===== src/rtl/disp_rx_pkg.sv =====
package disp_rx_pkg;
  localparam int BYTE_W = 8;

  typedef enum logic {
    KIND_CMD  = 1'b0,
    KIND_DATA = 1'b1
  } frame_kind_e;
endpackage


===== src/rtl/disp_rx_sync.sv =====
module disp_rx_sync #(
  parameter int          W       = 1,
  parameter logic [W-1:0] RST_VAL = '0
) (
  input  logic         clk,
  input  logic         rst,
  input  logic [W-1:0] d_async,
  output logic [W-1:0] d_sync
);
  genvar g;
  generate
    for (g = 0; g < W; g++) begin : g_bit
      logic stage1, stage2;
      always_ff @(posedge clk) begin
        if (rst) begin
          stage1 <= RST_VAL[g];
          stage2 <= RST_VAL[g];
        end else begin
          stage1 <= d_async[g];
          stage2 <= stage1;
        end
      end
      assign d_sync[g] = stage2;
    end
  endgenerate
endmodule


===== src/rtl/disp_rx_framer.sv =====
module disp_rx_framer
  import disp_rx_pkg::*;
#(
  parameter int BITS = BYTE_W
) (
  input  logic            clk,
  input  logic            rst,
  input  logic            sel_act,
  input  logic            bit_stb,
  input  logic            bit_val,
  output logic            frame_done,
  output frame_kind_e     frame_kind,
  output logic [BITS-1:0] frame_byte
);
  localparam int CNT_W = $clog2(BITS + 1);
  localparam logic [CNT_W-1:0] LAST = CNT_W'(BITS);

  logic [CNT_W-1:0] pos;
  logic [BITS-1:0]  shreg;
  frame_kind_e      kind_q;

  always_ff @(posedge clk) begin
    frame_done <= 1'b0;
    if (rst) begin
      pos    <= '0;
      shreg  <= '0;
      kind_q <= KIND_CMD;
    end else if (!sel_act) begin
      pos <= '0;
    end else if (bit_stb) begin
      if (pos == '0) begin
        kind_q <= frame_kind_e'(bit_val);
        pos    <= CNT_W'(1);
      end else begin
        shreg <= {shreg[BITS-2:0], bit_val};
        if (pos == LAST) begin
          pos        <= '0;
          frame_done <= 1'b1;
        end else begin
          pos <= pos + CNT_W'(1);
        end
      end
    end
  end

  assign frame_kind = kind_q;
  assign frame_byte = shreg;
endmodule


===== src/rtl/disp_rx_addr.sv =====
module disp_rx_addr #(
  parameter int ADDR_W = 10
) (
  input  logic              clk,
  input  logic              rst,
  input  logic              step,
  output logic [ADDR_W-1:0] addr
);
  always_ff @(posedge clk) begin
    if (rst)       addr <= '0;
    else if (step) addr <= addr + ADDR_W'(1);
  end
endmodule


===== src/rtl/serial_disp_rx.sv =====
module serial_disp_rx
  import disp_rx_pkg::*;
#(
  parameter int ADDR_W = 10
) (
  input  logic              clk,
  input  logic              rst,
  input  logic              ser_sel_n,
  input  logic              ser_clk,
  input  logic              ser_dat,
  output logic              cmd_vld,
  output logic [BYTE_W-1:0] cmd_byte,
  output logic              wr_vld,
  output logic [BYTE_W-1:0] wr_byte,
  output logic [ADDR_W-1:0] wr_addr
);
  // synchronized lines: {sel_n, sclk, dat}
  logic [2:0] raw_lines, syn_lines;
  logic       sel_n_s, sclk_s, dat_s, sclk_q, rise;

  assign raw_lines = {ser_sel_n, ser_clk, ser_dat};

  disp_rx_sync #(.W(3), .RST_VAL(3'b110)) u_sync (
    .clk     (clk),
    .rst     (rst),
    .d_async (raw_lines),
    .d_sync  (syn_lines)
  );

  assign {sel_n_s, sclk_s, dat_s} = syn_lines;

  always_ff @(posedge clk) begin
    if (rst) sclk_q <= 1'b1;
    else     sclk_q <= sclk_s;
  end

  assign rise = sclk_s & ~sclk_q & ~sel_n_s;

  logic              done;
  frame_kind_e       kind;
  logic [BYTE_W-1:0] byte_v;

  disp_rx_framer #(.BITS(BYTE_W)) u_framer (
    .clk        (clk),
    .rst        (rst),
    .sel_act    (~sel_n_s),
    .bit_stb    (rise),
    .bit_val    (dat_s),
    .frame_done (done),
    .frame_kind (kind),
    .frame_byte (byte_v)
  );

  logic              data_done;
  logic [ADDR_W-1:0] addr_cur;

  assign data_done = done && (kind == KIND_DATA);

  disp_rx_addr #(.ADDR_W(ADDR_W)) u_addr (
    .clk  (clk),
    .rst  (rst),
    .step (data_done),
    .addr (addr_cur)
  );

  always_ff @(posedge clk) begin
    if (rst) begin
      cmd_vld  <= 1'b0;
      wr_vld   <= 1'b0;
      cmd_byte <= '0;
      wr_byte  <= '0;
      wr_addr  <= '0;
    end else begin
      cmd_vld <= done && (kind == KIND_CMD);
      wr_vld  <= data_done;
      if (done && kind == KIND_CMD) cmd_byte <= byte_v;
      if (data_done) begin
        wr_byte <= byte_v;
        wr_addr <= addr_cur;
      end
    end
  end
endmodule


===== config.mk =====
export PLATFORM = sky130hd
export DESIGN_NAME = serial_disp_rx
export DESIGN_NICKNAME = d
export VERILOG_FILES = /design/src/rtl/disp_rx_pkg.sv /design/src/rtl/disp_rx_sync.sv /design/src/rtl/disp_rx_framer.sv /design/src/rtl/disp_rx_addr.sv /design/src/rtl/serial_disp_rx.sv
export SDC_FILE = /design/constraint.sdc
export NUM_CORES = 1
export LEC_CHECK = 0
export ABC_AREA = 1
export BUFFER_PORTS_ARGS = -buffer_cell sky130_fd_sc_hd__buf_4
export CAP_MARGIN = 20
export CORE_MARGIN = 8
export CORE_UTILIZATION = 45
export CTS_CLUSTER_SIZE = 24
export DETAILED_ROUTE_END_ITERATION = 7
export GPL_ROUTABILITY_DRIVEN = 0
export PLACE_DENSITY = 0.63
export SYNTH_ARGS = -nofsm -noshare
export SYNTH_HDL_FRONTEND = slang
export SYNTH_HIERARCHICAL = 1
export SYNTH_SLANG_ARGS = --single-unit

===== constraint.sdc =====
create_clock -name clk -period 2 [get_ports clk]
set_input_delay 0.3 -clock clk [delete_from_list [all_inputs] [get_ports clk]]
set_output_delay 0.3 -clock clk [all_outputs]
set_load 0.005 [all_outputs]

* Word-level counts from Yosys, hierarchy flattened
Index checks and enable logic that the tools add are counted.
** Word-level totals
- Flip-flop bits (word level) :: 59
- Output and inout port bits :: 28
- Logic and storage cells :: 37
** Operators by class
- Add/subtract/negate cells :: 2
- Eq/ne operators :: 1
- Muxes and demuxes :: 3
- Bitwise operators :: 7
- Reductions and logical operators :: 7
** Operators by type and width (number)
- 10-bit by 1-bit adder with 10-bit output, second input constant :: 1
- 4-bit two-way mux :: 2
- 3-bit AND reduction :: 2
- 1-bit inverter :: 5
- 4-bit by 1-bit adder with 4-bit output, second input constant :: 1
- 4-bit equality test, second input constant :: 1
- 4-bit logical NOT :: 1
- 4-bit OR reduction :: 1
- 1-bit AND :: 2
- 1-bit logical AND :: 2
- 2-bit OR reduction :: 1
- 1-bit two-way mux :: 1

* Longest topological paths before layout
Gate-level depths: netlist of the first run.
- Depth in word-level cells :: 5
- Mapped depth :: 10
- Gate-level depth less buffers :: 8

* By module
The synthesis of the first run kept the hierarchy.
** By module, submodules not included
- serial_disp_rx :: instances 1, cells each 141, area an instance 1064.8 µm²
- disp_rx_framer :: instances 1, cells each 95, area an instance 671.9 µm²
- disp_rx_addr :: instances 1, cells each 64, area an instance 447.9 µm²
- disp_rx_sync :: instances 1, cells each 22, area an instance 191.4 µm²

* Worst setup path before layout of the first run
No wires, ideal clock.
- Path type :: reg2reg
- Start :: register u_sync.g_bit[2].stage2
- End :: register u_framer.kind_q (netlist: u_framer/frame_kind)
- Setup time :: 0.111 ns
- Data arrival time :: 1.272 ns
- Data required time :: 1.889 ns
- Path slack :: 0.618 ns
- Cell stages (with the launch flop) :: 9
- Buffers on the path :: 2
- Path through :: dfxtp_1 > buf_4 > nor3_1 > nand2_1 > clkinv_2 > buf_4 > nand4_1 > nand2_1 > nor2_1
** Between the ends
- Longest elaborated chain between the ends :: 3
** RTL lines
- start, declared :: line disp_rx_sync.sv:13 : logic stage1, stage2;
- start signal, assigned :: line disp_rx_sync.sv:17 : stage2 <= RST_VAL[g];
- start signal, assigned :: line disp_rx_sync.sv:20 : stage2 <= stage1;
- 1-bit inverter (no line)
- 1-bit AND :: line serial_disp_rx.sv:37 : assign rise = sclk_s & ~sclk_q & ~sel_n_s;
- net rise :: line serial_disp_rx.sv:19 : logic sel_n_s, sclk_s, dat_s, sclk_q, rise;
- 3-bit AND reduction (no line)
- end signal, assigned :: line disp_rx_framer.sv:32 : kind_q <= frame_kind_e'(bit_val);
- end, declared :: line disp_rx_framer.sv:20 : frame_kind_e kind_q;
The timed path passes the listed nets, and every way through them passes these cells.
A chain may end at the register's enable or synchronous reset.

* Worst setup path after layout of the first run
- Start :: register u_framer.frame_done
- End :: register u_addr.addr[5]
** Between the ends
- Longest elaborated chain between the ends :: 1
** RTL lines
- start, declared :: line disp_rx_framer.sv:11 : output logic frame_done,
- start signal, assigned :: line disp_rx_framer.sv:23 : frame_done <= 1'b0;
- start signal, assigned :: line disp_rx_framer.sv:38 : frame_done <= 1'b1;
- 1-bit logical AND :: line serial_disp_rx.sv:57 : assign data_done = done && (kind == KIND_DATA);
- end signal, assigned :: line disp_rx_addr.sv:11 : else if (step) addr <= addr + ADDR_W'(1);
- end, declared :: line disp_rx_addr.sv:7 : output logic [ADDR_W-1:0] addr
No other way between the ends.

==> implementation parameters, run 1 <==
Parameter                              Value

Detailed routing
  Number of DRC violations after detailed-routing iteration 0    93
  # DRC    0
  Pre-Repair DR Iteration Count    4
  Detailed-route wire length    between 4000 and 5000 µm
  Post-route ant nets    0
  Total vias in the final route    about 2,000
  Vias per Instance    roughly 4.5
  WL per Instance    about 11 µm

Placement
  # placed instances    415
  Post-Place Worst Slack    0.5881 ns
  Dpl cell area    0.002636 mm²
  Total half-perimeter wirelength after legalization and detailed placement    about 3200 µm
  Total of buffers placed on input and output ports    32

Finish
  Commonest cells after routing, fill and taps aside    nor2_1, dfxtp_1, inv_1, nand2_1, buf_4
  Final Instance Area    about 0.0028 mm²
  Flip-flop and latch area    0.001181 mm²
  Net count, final    364
  Antenna diodes    0
  Commonest non-fill, non-tap cell in the layout    nor2_1
  Multi-input logic area    937.1 µm²
  Filler cell count in the final layout    approximately 500
  P&R area growth vs syn    19.91%
  Final Instance Count excl. Fillers    ~430
  Final standard cell utilization of the core    55.78%
  Layout cell share with drive strength beyond 1    16.62%

Clock network
  Clock tree from TritonCTS    built
  Clock Tree Root    clkbuf_8
  Post-CTS Repair Setup Buffers    0
  Hold-fix buffer count after cts    0
  Total clock buffers created by CTS    9
  Clock transition at the register clock pins on the worst setup and hold paths after CTS    0.07 ns
  Longest Clk Path Bufs    2
  Post-CTS Resized    0
  Clk_lat worst skew    0.34 ns
  Level count of the clock H-tree    3
  CTS Sinks    between 50 and 60

Flow run
  Max cap viols    0

Synthesis
  Mapped Avg Cell Area    7.379 µm²
  Seq/Total Area, Yosys    approximately half
  Mapped Nets    330
  Synthesis-stage register bit count    between 50 and 60
  Synthesized instance count    322
  Distinct cell type count of the synthesized netlist    23
  Cell area after synthesis    0.002376 mm²
  Count of synthesis-stage warnings from yosys    6

Pwr
  Ratio of total power to cell area    about 830 mW/mm²
  Part of the power in combinational logic    approximately 2.2%
  Sequential group share of total power    49.9%
  Internal power    between 1.5 and 2 mW
  Sw power    just under 0.5 mW
  Clock power share    47.9%
  Fraction of power spent switching nets    between 20% and 30%
  Leakage power figure    1.196 nW
  Maximum ir drop on the vdd rail    0.0005090 V

Min path
  Instance count along the most critical hold path    3
  Hold/Removal Path Class    input port to flip-flop
  Start point of the worst hold path    ser_clk
  Min-Delay Endpoint    u_sync/g_bit[1].stage1

Timing
  Transition time at the pin with the least slew margin    0.4950 ns
  Relative slew slack    66.97%
  Setup TNS    0 ns
  Share of the cycle needed by the critical path after routing    between 70% and 80%
  Final worst-path setup slack    0.5932 ns
  Clock Skews    roughly 0.0066 ns
  Tmin final    about 1.4 ns
  Number of failing hold endpoints at the final stage    0
  Total setup violations reported at the end of the flow    0
  Unrepaired setup endpoints after global routing    false
  Count of final max-slew check failures    0
  Achievable clock frequency    between 700 and 800 MHz

Critical path
  Critical path class    flip-flop to flip-flop
  Top cell by count, worst path    nor2_1
  Critical Path RT    approximately 2.2 ns
  Origin of the critical flop-to-flop path    u_framer/frame_done
  R2R cell count    7
  Data arrival at the endpoint of the critical path    1.64 ns
  Max stage delay cell, worst path    dfxtp_1
  End of the worst register-to-register path    u_addr/addr[5]
  Max FO, Critical Path    24
  CP bufs+invs    2
  List of cells traversed by the critical path    nand2_2 > inv_6 > inv_1 > nor2_1 > nand3_1 > nand2_1 > nor2_1
  Top delay family on crit path    simple AND/OR/NAND/NOR gates
  Worst-case register-to-register setup slack    0.59 ns
  Delay of the slowest cell on the worst path    roughly 0.5 ns
  CP Capture Type    flip-flop
  Sort of element at the start of the critical path    flip-flop

Die
  Initial core utilization    46.52%
  Std-Cell Core Area    0.005107 mm²
  Die area    0.007861 mm²
  # IOs    33
  Horizontal die dimension    between 80 and 90 µm
  Die Y-Extent    a little under 90 µm
  Number of placement rows    26

GRT
  Number of antenna violations at the first check in global routing    0
  All-layer global routing usage    13.04%
  Residual overflow from global routing    0
  Wire length of the first global-routing pass    7893 µm
  Vias in the first global route    1,790
  Largest net degree at the start of global routing    25

Run status
  Status    finished clean
-- power by group through the flow --
| stage | combinational [mW] | sequential [mW] | clock, mW |
|---|---|---|---|
| floorplan | 0.0391 | 1.21 | 0 |
| global placement | 0.0537 | 1.21 | 0 |
| detailed placement | 0.0536 | 1.21 | 0 |
| CTS | 0.0538 | 1.18 | 1.16 |
| global route | 0.0624 | 1.18 | 1.22 |
| finish | 0.0531 | 1.18 | 1.13 |
-- per-stage QoR --
stage                     total power, mW  hold WS, ns
after detailed placement            1.263       0.3974
after floorplan                     1.248       0.3712
after global placement              1.263       0.3906
final                               2.370       0.1366
after global routing                2.464       0.1349
after CTS                           2.394       0.1287
-- how the worst max path moves through the flow --
stage / start / end / slack, ns / depth (start not counted)
after detailed placement: u_framer/frame_done / u_addr/addr[5] / 0.59 / 7
final: u_framer/frame_done / u_addr/addr[5] / 0.59 / 7
after CTS: u_framer/frame_done / u_addr/addr[5] / 0.59 / 7
after floorplan: u_sync/g_bit[2].stage2 / u_framer/frame_kind / 0.62 / 8
after global placement: u_framer/frame_done / u_addr/addr[5] / 0.63 / 7
after global routing: u_framer/frame_done / u_addr/addr[5] / 0.42 / 7
-- layout make-up --
type / instances / area share (%)
tap: 70 / 3.074
clock inverter: 4 / 1.669
clock buffer: 12 / 5.797
timing repair buffer: 34 / 8.959
sequential: 59 / 41.46
inverter: 45 / 6.148
multi-input combinational: 207 / 32.89
-- layer usage --
layer / vias up / wire [µm] / part of all wire, % / global-route usage [%]
li1: 1066 / - / - / -
met1: 836 / 2248 / 50 / 15.69
met2: 35 / 1888 / 42 / 19.54
met3: 12 / 280 / 6.2 / 4.178
met4: 0 / 114 / 2.5 / 8.295
met5: - / 0 / 0 / 0
-- worst min-delay path, cell delays in order --
cell     delay, ns
buf_4         0.07
inv_1         0.03
nand2_1       0.04
-- Yosys cell counts --
library cell / count / area (µm²)
a21oi_1: 18 / 90.09
buf_4: 5 / 37.54
buf_6: 3 / 33.78
clkbuf_1: 3 / 11.26
clkinv_1: 1 / 3.750
clkinv_2: 1 / 5.000
dfxtp_1: 59 / 1181
ha_1: 3 / 37.54
inv_1: 41 / 153.9
inv_2: 1 / 3.750
inv_6: 1 / 8.760
nand2_1: 41 / 153.9
nand2_2: 2 / 12.51
nand2_4: 1 / 11.26
nand3_1: 25 / 125.1
nand3_2: 1 / 10.01
nand4_1: 1 / 6.260
nor2_1: 82 / 307.8
nor2_2: 1 / 6.260
nor2_4: 2 / 22.52
nor3_1: 3 / 15.01
o21ai_0: 26 / 130.1
xnor2_1: 1 / 8.760
-- kinds of logic (layout without fill, tap and decap cells) --
logic type | after synthesis | after routing | share of synthesized area (%)
AOI/OAI and AO/OA | 44 | 44 | 9.268
xor gates and xnor gates | 1 | 1 | 0.3687
adders and majority gates | 3 | 3 | 1.580
buffers and inverters | 56 | 95 | 10.85
DFF | 59 | 59 | 49.71
and+or+nand+nor | 159 | 159 | 28.23
-- sequential cells by signal, indices dropped and copies added, names as in the netlist, 3 cells and up --
signal / count
u_framer/pos: 4
u_addr/addr: 10
wr_addr: 10
u_framer/frame_byte: 8
wr_byte: 8
u_sync/g_bit.stage2: 3
u_sync/g_bit.stage1: 3
cmd_byte: 8
No activity file was read; power rests on OpenSTA's default activity.
==> inputs of run 2 (changes only) <==
==> constraint.sdc (replaced) <==
create_clock -name clk -period 1.3 [get_ports clk]
set_input_delay 0.195 -clock clk [delete_from_list [all_inputs] [get_ports clk]]
set_output_delay 0.195 -clock clk [all_outputs]
set_load 0.005 [all_outputs]
==> run 2 against run 1 <==
  * Global-route usage is 0.40 points higher
  * Clock power is 44% higher
  * Final area is 1.8% higher
  * Largest cell class unchanged
  * Hold slack worse by 0.091 ns
  * Core utilization is 0.98 points higher
  * Clock skew hardly changed
  * Combinational power is 70% higher
  * Largest power group unchanged
  * Sequential power is 54% higher
==> implementation parameters, run 2 (synthesis gave the netlist of run 1 again) <==
Parameter                              Value

Timing
  Count of final max-slew check failures    0 (unchanged)
  Relative slew slack    79.44% (+12 points)
  Tmin final    1.168 ns (-0.2393 ns)
  Transition time at the pin with the least slew margin    0.3080 ns (-0.1869 ns)
  Total setup violations reported at the end of the flow    0 (unchanged)
  Unrepaired setup endpoints after global routing    false
  Setup TNS    0 ns (unchanged)
  Share of the cycle needed by the critical path after routing    89.81% (+19 points)
  Clock Skews    0.006636 ns (+0.00008290 ns)
  Number of failing hold endpoints at the final stage    0 (unchanged)
  Achievable clock frequency    856.5 MHz (+20%)

Finish
  Biggest regs    u_addr/addr x10, wr_addr x10
  Final Instance Area    0.002899 mm² (+1.8%)
  Multi-input logic area    953.4 µm² (+1.7%)
  P&R area growth vs syn    22.01%
  Commonest cells after routing, fill and taps aside    nor2_1, dfxtp_1, inv_1, nand2_1, buf_4
  Flip-flop and latch area    0.001181 mm² (unchanged)
  Filler cell count in the final layout    497 (-2.2%)
  Net count, final    370 (+1.6%)
  Commonest non-fill, non-tap cell in the layout    nor2_1
  Antenna diodes    0 (unchanged)
  Layout cell share with drive strength beyond 1    18.03% (+1.4 points)

GRT
  Number of antenna violations at the first check in global routing    0 (unchanged)
  Largest net degree at the start of global routing    27 (+8.0%)
  All-layer global routing usage    13.45% (+0.40 points)
  Residual overflow from global routing    0 (unchanged)
  Wire length of the first global-routing pass    8307 µm (+5.2%)
  Vias in the first global route    1,884 (+5.3%)

Clock network
  Clk_lat worst skew    0.33 ns (about the same)
  Post-CTS Repair Setup Buffers    0 (unchanged)
  Clock tree from TritonCTS    built
  CTS Sinks    59 (unchanged)
  Clock Tree Root    clkbuf_8
  Longest Clk Path Bufs    2 (unchanged)
  Total clock buffers created by CTS    9 (unchanged)
  Level count of the clock H-tree    3 (unchanged)
  Clock transition at the register clock pins on the worst setup and hold paths after CTS    0.06 ns (about the same)

Detailed routing
  Post-route ant nets    0 (unchanged)
  # DRC    0 (unchanged)
  Vias per Instance    4.628 (+2.4%)
  Detailed-route wire length    4851 µm (+7.0%)
  WL per Instance    11.13 µm (+5.8%)
  Number of DRC violations after detailed-routing iteration 0    103 (+11%)
  Pre-Repair DR Iteration Count    4 (unchanged)
  Total vias in the final route    2,018 (+3.5%)

Min path
  Hold/Removal Path Class    input port to flip-flop

Pwr
  Fraction of power spent switching nets    20.09% (-0.88 points)
  Total power after layout    3.544 mW (+50%)
  Sequential group share of total power    51.4% (+1.5 points)
  Sw power    0.7119 mW (+43%)
  Leakage power figure    1.227 nW (+2.6%)
  Part of the power in combinational logic    2.5% (+0.3 points)
  Clock power share    46.1% (-1.8 points)
  Maximum ir drop on the vdd rail    0.0008930 V (+75%)
  Internal power    2.832 mW (+51%)
  Ratio of total power to cell area    1222 mW/mm² (+47%)

Critical path
  Top delay family on crit path    flip-flops
  Sort of element at the start of the critical path    flip-flop
  Data arrival at the endpoint of the critical path    1.39 ns (-0.25 ns)
  List of cells traversed by the critical path    inv_1 > ha_2 > nand2_2 > a21oi_1 > nor2_1
  CP Capture Type    flip-flop
  Critical path class    flip-flop to flip-flop
  Critical Path RT    1.52 ns (-0.72 ns)
  CP bufs+invs    1 (-1)
  Delay of the slowest cell on the worst path    0.33 ns (-0.16 ns)
  Max stage delay cell, worst path    dfxtp_1
  Max FO, Critical Path    8 (-67%)

Placement
  Total half-perimeter wirelength after legalization and detailed placement    3325 µm (+5.3%)
  Dpl cell area    0.002696 mm² (+2.3%)
  Total of buffers placed on input and output ports    32 (unchanged)

Die
  Initial core utilization    46.52% (unchanged)
  Die Y-Extent    88.67 µm (unchanged)
  Number of placement rows    26 (unchanged)
  Die area    0.007861 mm² (unchanged)
  # IOs    33 (unchanged)
  Std-Cell Core Area    0.005107 mm² (unchanged)
  Horizontal die dimension    88.67 µm (unchanged)

Flow run
  Max cap viols    0 (unchanged)

Run status
  Status    finished clean
==> run 2: power by group through the flow <==
stage | logic (mW) | clock network [mW] | registers [mW]
global placement | 0.0902 | 0 | 1.86
global route | 0.106 | 1.75 | 1.82
detailed placement | 0.0912 | 0 | 1.86
CTS | 0.0915 | 1.67 | 1.82
floorplan | 0.0607 | 0 | 1.86
finish | 0.0901 | 1.63 | 1.82
==> run 2: final timing paths <==
path / from / endpoint / slack, ns / cells past startpoint
setup / recovery: u_framer/pos[1] / u_framer/frame_byte[1] / 0.13 / 5
hold reg to reg: u_sync/g_bit[0].stage1 / u_sync/g_bit[0].stage2 / 0.40 / 2
setup reg to reg: u_framer/pos[1] / u_framer/frame_byte[1] / 0.13 / 5
hold / removal: ser_sel_n / u_sync/g_bit[2].stage1 / 0.05 / 3
==> run 2: metal layers <==
metal | share of wire [%] | up-vias | global-route usage, %
met4 | 2.1 | 0 | 8.756
li1 | - | 1084 | -
met1 | 49 | 892 | 16.40
met3 | 4.7 | 8 | 2.971
met5 | 0 | - | 0
met2 | 44 | 34 | 20.75
==> run 2: cell type report <==
type / count / area share [%]
Inverter: 45 / 6.129
Timing Repair Buffer: 39 / 10.53
Clock inverter: 2 / 1.208
Sequential cell: 59 / 40.74
Multi-Input combinational cell: 208 / 32.89
Tap cell: 70 / 3.021
Clock buffer: 13 / 5.481
==> run 2: through the flow <==
step / utilization (%) / hold WS (ns) / instances / worst slack (ns)
final: 56.76 / 0.04588 / 436 / 0.1325
after global routing: 56.76 / 0.04729 / 436 / 0.03286
after CTS: 56.59 / 0.03026 / 435 / 0.09213
after detailed placement: 52.79 / 0.3764 / 420 / 0.1110
after global placement: 52.79 / 0.3701 / 420 / 0.1536
after floorplan: - / 0.2662 / 322 / 0.001894
==> run 2: timing repair <==
item | CTS | global route
resized for setup | 0 | 1
hold buffers | 0 | 0
endpoints found under the setup margin | 0 | 4
==> run 2: worst register-to-register path, stage by stage (launching register included) <==
cell	delay (ns)
dfxtp_1	0.33
inv_1	0.08
ha_2	0.27
nand2_2	0.16
a21oi_1	0.17
nor2_1	0.06
==> inputs of run 3 (changes only) <==
==> constraint.sdc (replaced) <==
create_clock -name clk -period 1.1 [get_ports clk]
set_input_delay 0.165 -clock clk [delete_from_list [all_inputs] [get_ports clk]]
set_output_delay 0.165 -clock clk [all_outputs]
set_load 0.005 [all_outputs]
==> run 3 against run 2 <==
  * Register-to-register slack got worse by 0.12 ns
  * Sequential power rose by 18%
  * First-iteration DRC count fell by 13%
  * Fmax rose by 7.1%
  * Total power rose by 18%
  * Combinational power rose by 22%
  * Final cell count rose by 3.2%
  * Critical endpoint is now u_framer/frame_byte[2]
  * Largest power group unchanged
==> implementation parameters, run 3 (synthesis gave the netlist of run 1 again) <==
Parameter                              Value

Run status
  Status    finished clean

Critical path
  CP Capture Type    flip-flop
  Sort of element at the start of the critical path    flip-flop
  Critical Path RT    1.36 ns (-0.16 ns)
  Origin of the critical flop-to-flop path    sclk_q
  R2R cell count    6 (+1)
  Worst-case register-to-register setup slack    0.01 ns (-0.12 ns)
  End of the worst register-to-register path    u_framer/frame_byte[2]
  Max FO, Critical Path    8 (unchanged)
  Data arrival at the endpoint of the critical path    1.35 ns (-0.04 ns)
  Critical path class    flip-flop to flip-flop

Clock network
  Hold-fix buffer count after cts    0 (unchanged)
  Clock Tree Root    clkbuf_8
  Clk_lat worst skew    0.32 ns (about the same)
  CTS Sinks    59 (unchanged)
  Clock tree from TritonCTS    built
  Total clock buffers created by CTS    9 (unchanged)
  Level count of the clock H-tree    3 (unchanged)
  Clock transition at the register clock pins on the worst setup and hold paths after CTS    0.06 ns (about the same)
  Longest Clk Path Bufs    2 (unchanged)

Finish
  P&R area growth vs syn    35.02%
  Final Instance Count excl. Fillers    450 (+3.2%)
  Antenna diodes    0 (unchanged)
  Biggest regs    u_addr/addr x10, wr_addr x10
  Layout cell share with drive strength beyond 1    30.53% (+12 points)
  Filler cell count in the final layout    481 (-3.2%)
  Commonest cells after routing, fill and taps aside    nor2_1, dfxtp_1, buf_4
  Commonest non-fill, non-tap cell in the layout    nor2_1
  Flip-flop and latch area    0.001197 mm² (+1.4%)
  Multi-input logic area    0.001105 mm² (+16%)
  Final standard cell utilization of the core    62.81% (+6.1 points)
  Net count, final    384 (+3.8%)

Die
  Horizontal die dimension    88.67 µm (unchanged)
  Std-Cell Core Area    0.005107 mm² (unchanged)
  Number of placement rows    26 (unchanged)
  Die area    0.007861 mm² (unchanged)
  Die Y-Extent    88.67 µm (unchanged)
  # IOs    33 (unchanged)
  Initial core utilization    46.52% (unchanged)

Timing
  Share of the cycle needed by the critical path after routing    99.12% (+9.3 points)
  Number of failing hold endpoints at the final stage    0 (unchanged)
  Unrepaired setup endpoints after global routing    true
  Achievable clock frequency    917.1 MHz (+7.1%)
  Final worst-path setup slack    0.009653 ns (-0.1228 ns)
  Count of final max-slew check failures    0 (unchanged)
  Tmin final    1.090 ns (-0.07717 ns)
  Clock Skews    0.006105 ns (-0.0005309 ns)
  Worst hold margin    0.01351 ns (-0.03237 ns)
  Transition time at the pin with the least slew margin    0.2946 ns (-0.01343 ns)
  Relative slew slack    80.34% (+0.90 points)
  Total setup violations reported at the end of the flow    0 (unchanged)

Detailed routing
  WL per Instance    11.34 µm (+1.9%)
  Pre-Repair DR Iteration Count    4 (unchanged)
  Vias per Instance    4.624 (about the same)
  Post-route ant nets    0 (unchanged)
  Number of DRC violations after detailed-routing iteration 0    90 (-13%)
  Total vias in the final route    2,081 (+3.1%)
  # DRC    0 (unchanged)
  Detailed-route wire length    5104 µm (+5.2%)

Pwr
  Leakage power figure    1.333 nW (+8.7%)
  Ratio of total power to cell area    1307 mW/mm² (+6.9%)
  Maximum ir drop on the vdd rail    0.0009318 V (+4.3%)
  Total power after layout    4.194 mW (+18%)

Placement
  # placed instances    430 (+2.4%)
  Total half-perimeter wirelength after legalization and detailed placement    3409 µm (+2.5%)
  Total of buffers placed on input and output ports    32 (unchanged)
  Post-Place Worst Slack    -0.06825 ns (-0.1793 ns)

Flow run
  Max cap viols    0 (unchanged)

Min path
  Start point of the worst hold path    ser_clk
  Hold/Removal Path Class    input port to flip-flop
  Min-Delay Endpoint    u_sync/g_bit[1].stage1
  Instance count along the most critical hold path    3 (unchanged)

GRT
  All-layer global routing usage    13.66% (+0.22 points)
  Wire length of the first global-routing pass    8280 µm (-0.33%)
  Largest net degree at the start of global routing    27 (unchanged)
  Vias in the first global route    1,856 (-1.5%)
  Number of antenna violations at the first check in global routing    0 (unchanged)
  Residual overflow from global routing    0 (unchanged)
-- run 3: cell count changes in the layout (fill, tap and decap cells not counted), moves of 3 or more --
cell / previous run / this run
nand3_1: 25 / 19
o21ai_1: 0 / 5
dfxtp_1: 59 / 50
nand3_2: 1 / 7
dfxtp_2: 0 / 7
inv_1: 41 / 37
nor2_1: 81 / 77
a21oi_1: 18 / 10
buf_4: 38 / 48
nor2_4: 2 / 5
a21oi_2: 0 / 8
buf_6: 0 / 3
o21ai_0: 26 / 20
-- run 3: area by class of cell --
cell class / instances / area share (%)
Multi-Input combinational cell: 207 / 34.44
Clock inverter: 2 / 1.092
Clock buffer: 13 / 4.953
Timing Repair Buffer: 52 / 12.91
Sequential cell: 59 / 37.32
Inverter: 45 / 6.006
Timing Repair inverter: 2 / 0.5460
Tap cell: 70 / 2.730
-- run 3: metrics by stage --
step                area (µm²)  TNS [ns]
floorplan                 2452    -1.513
global placement          2823   -0.1533
detailed placement        2823   -0.3144
CTS                       3040   -0.1501
global route              3208   -0.7478
finish                    3208         0
-- run 3: worst max path at each step --
stage,startpoint,end,cells after the start
4_1_cts,u_framer/pos[0],u_framer/frame_byte[2],6
6_report,sclk_q,u_framer/frame_byte[2],6
2_1_floorplan,u_framer/frame_done,u_addr/addr[4],9
5_1_grt,u_sync/g_bit[1].stage2,u_framer/frame_kind,8
3_3_place_gp,u_sync/g_bit[2].stage2,u_framer/frame_byte[5],6
3_5_place_dp,u_sync/g_bit[2].stage2,u_framer/frame_byte[5],6
-- run 3: what timing repair did --
action	CTS	global route
pin swaps	2	16
endpoints found under the setup margin	15	22
gates resized for setup	7	39
buffers inserted	0	3
cloned	1	1
-- run 3: per-layer routing --
layer | global-route usage, % | wire length [µm]
met2 | 20.55 | 2194
met1 | 17.26 | 2534
met5 | 0 | 0
met3 | 3.343 | 273
met4 | 7.834 | 101
-- run 3: critical path, stage by stage (launching register included) --
cell,delay (ns)
dfxtp_2,0.32
nor3_4,0.21
nand2_2,0.13
clkinv_4,0.11
buf_6,0.11
a21oi_2,0.04
nor2_1,0.10
-- run 3: power breakdown --
part	internal (mW)	switching (mW)	total, mW
clock	1.16	0.779	1.94
sequential	2.14	0.00502	2.15
combinational	0.0442	0.0657	0.110
total	3.34	0.850	4.19
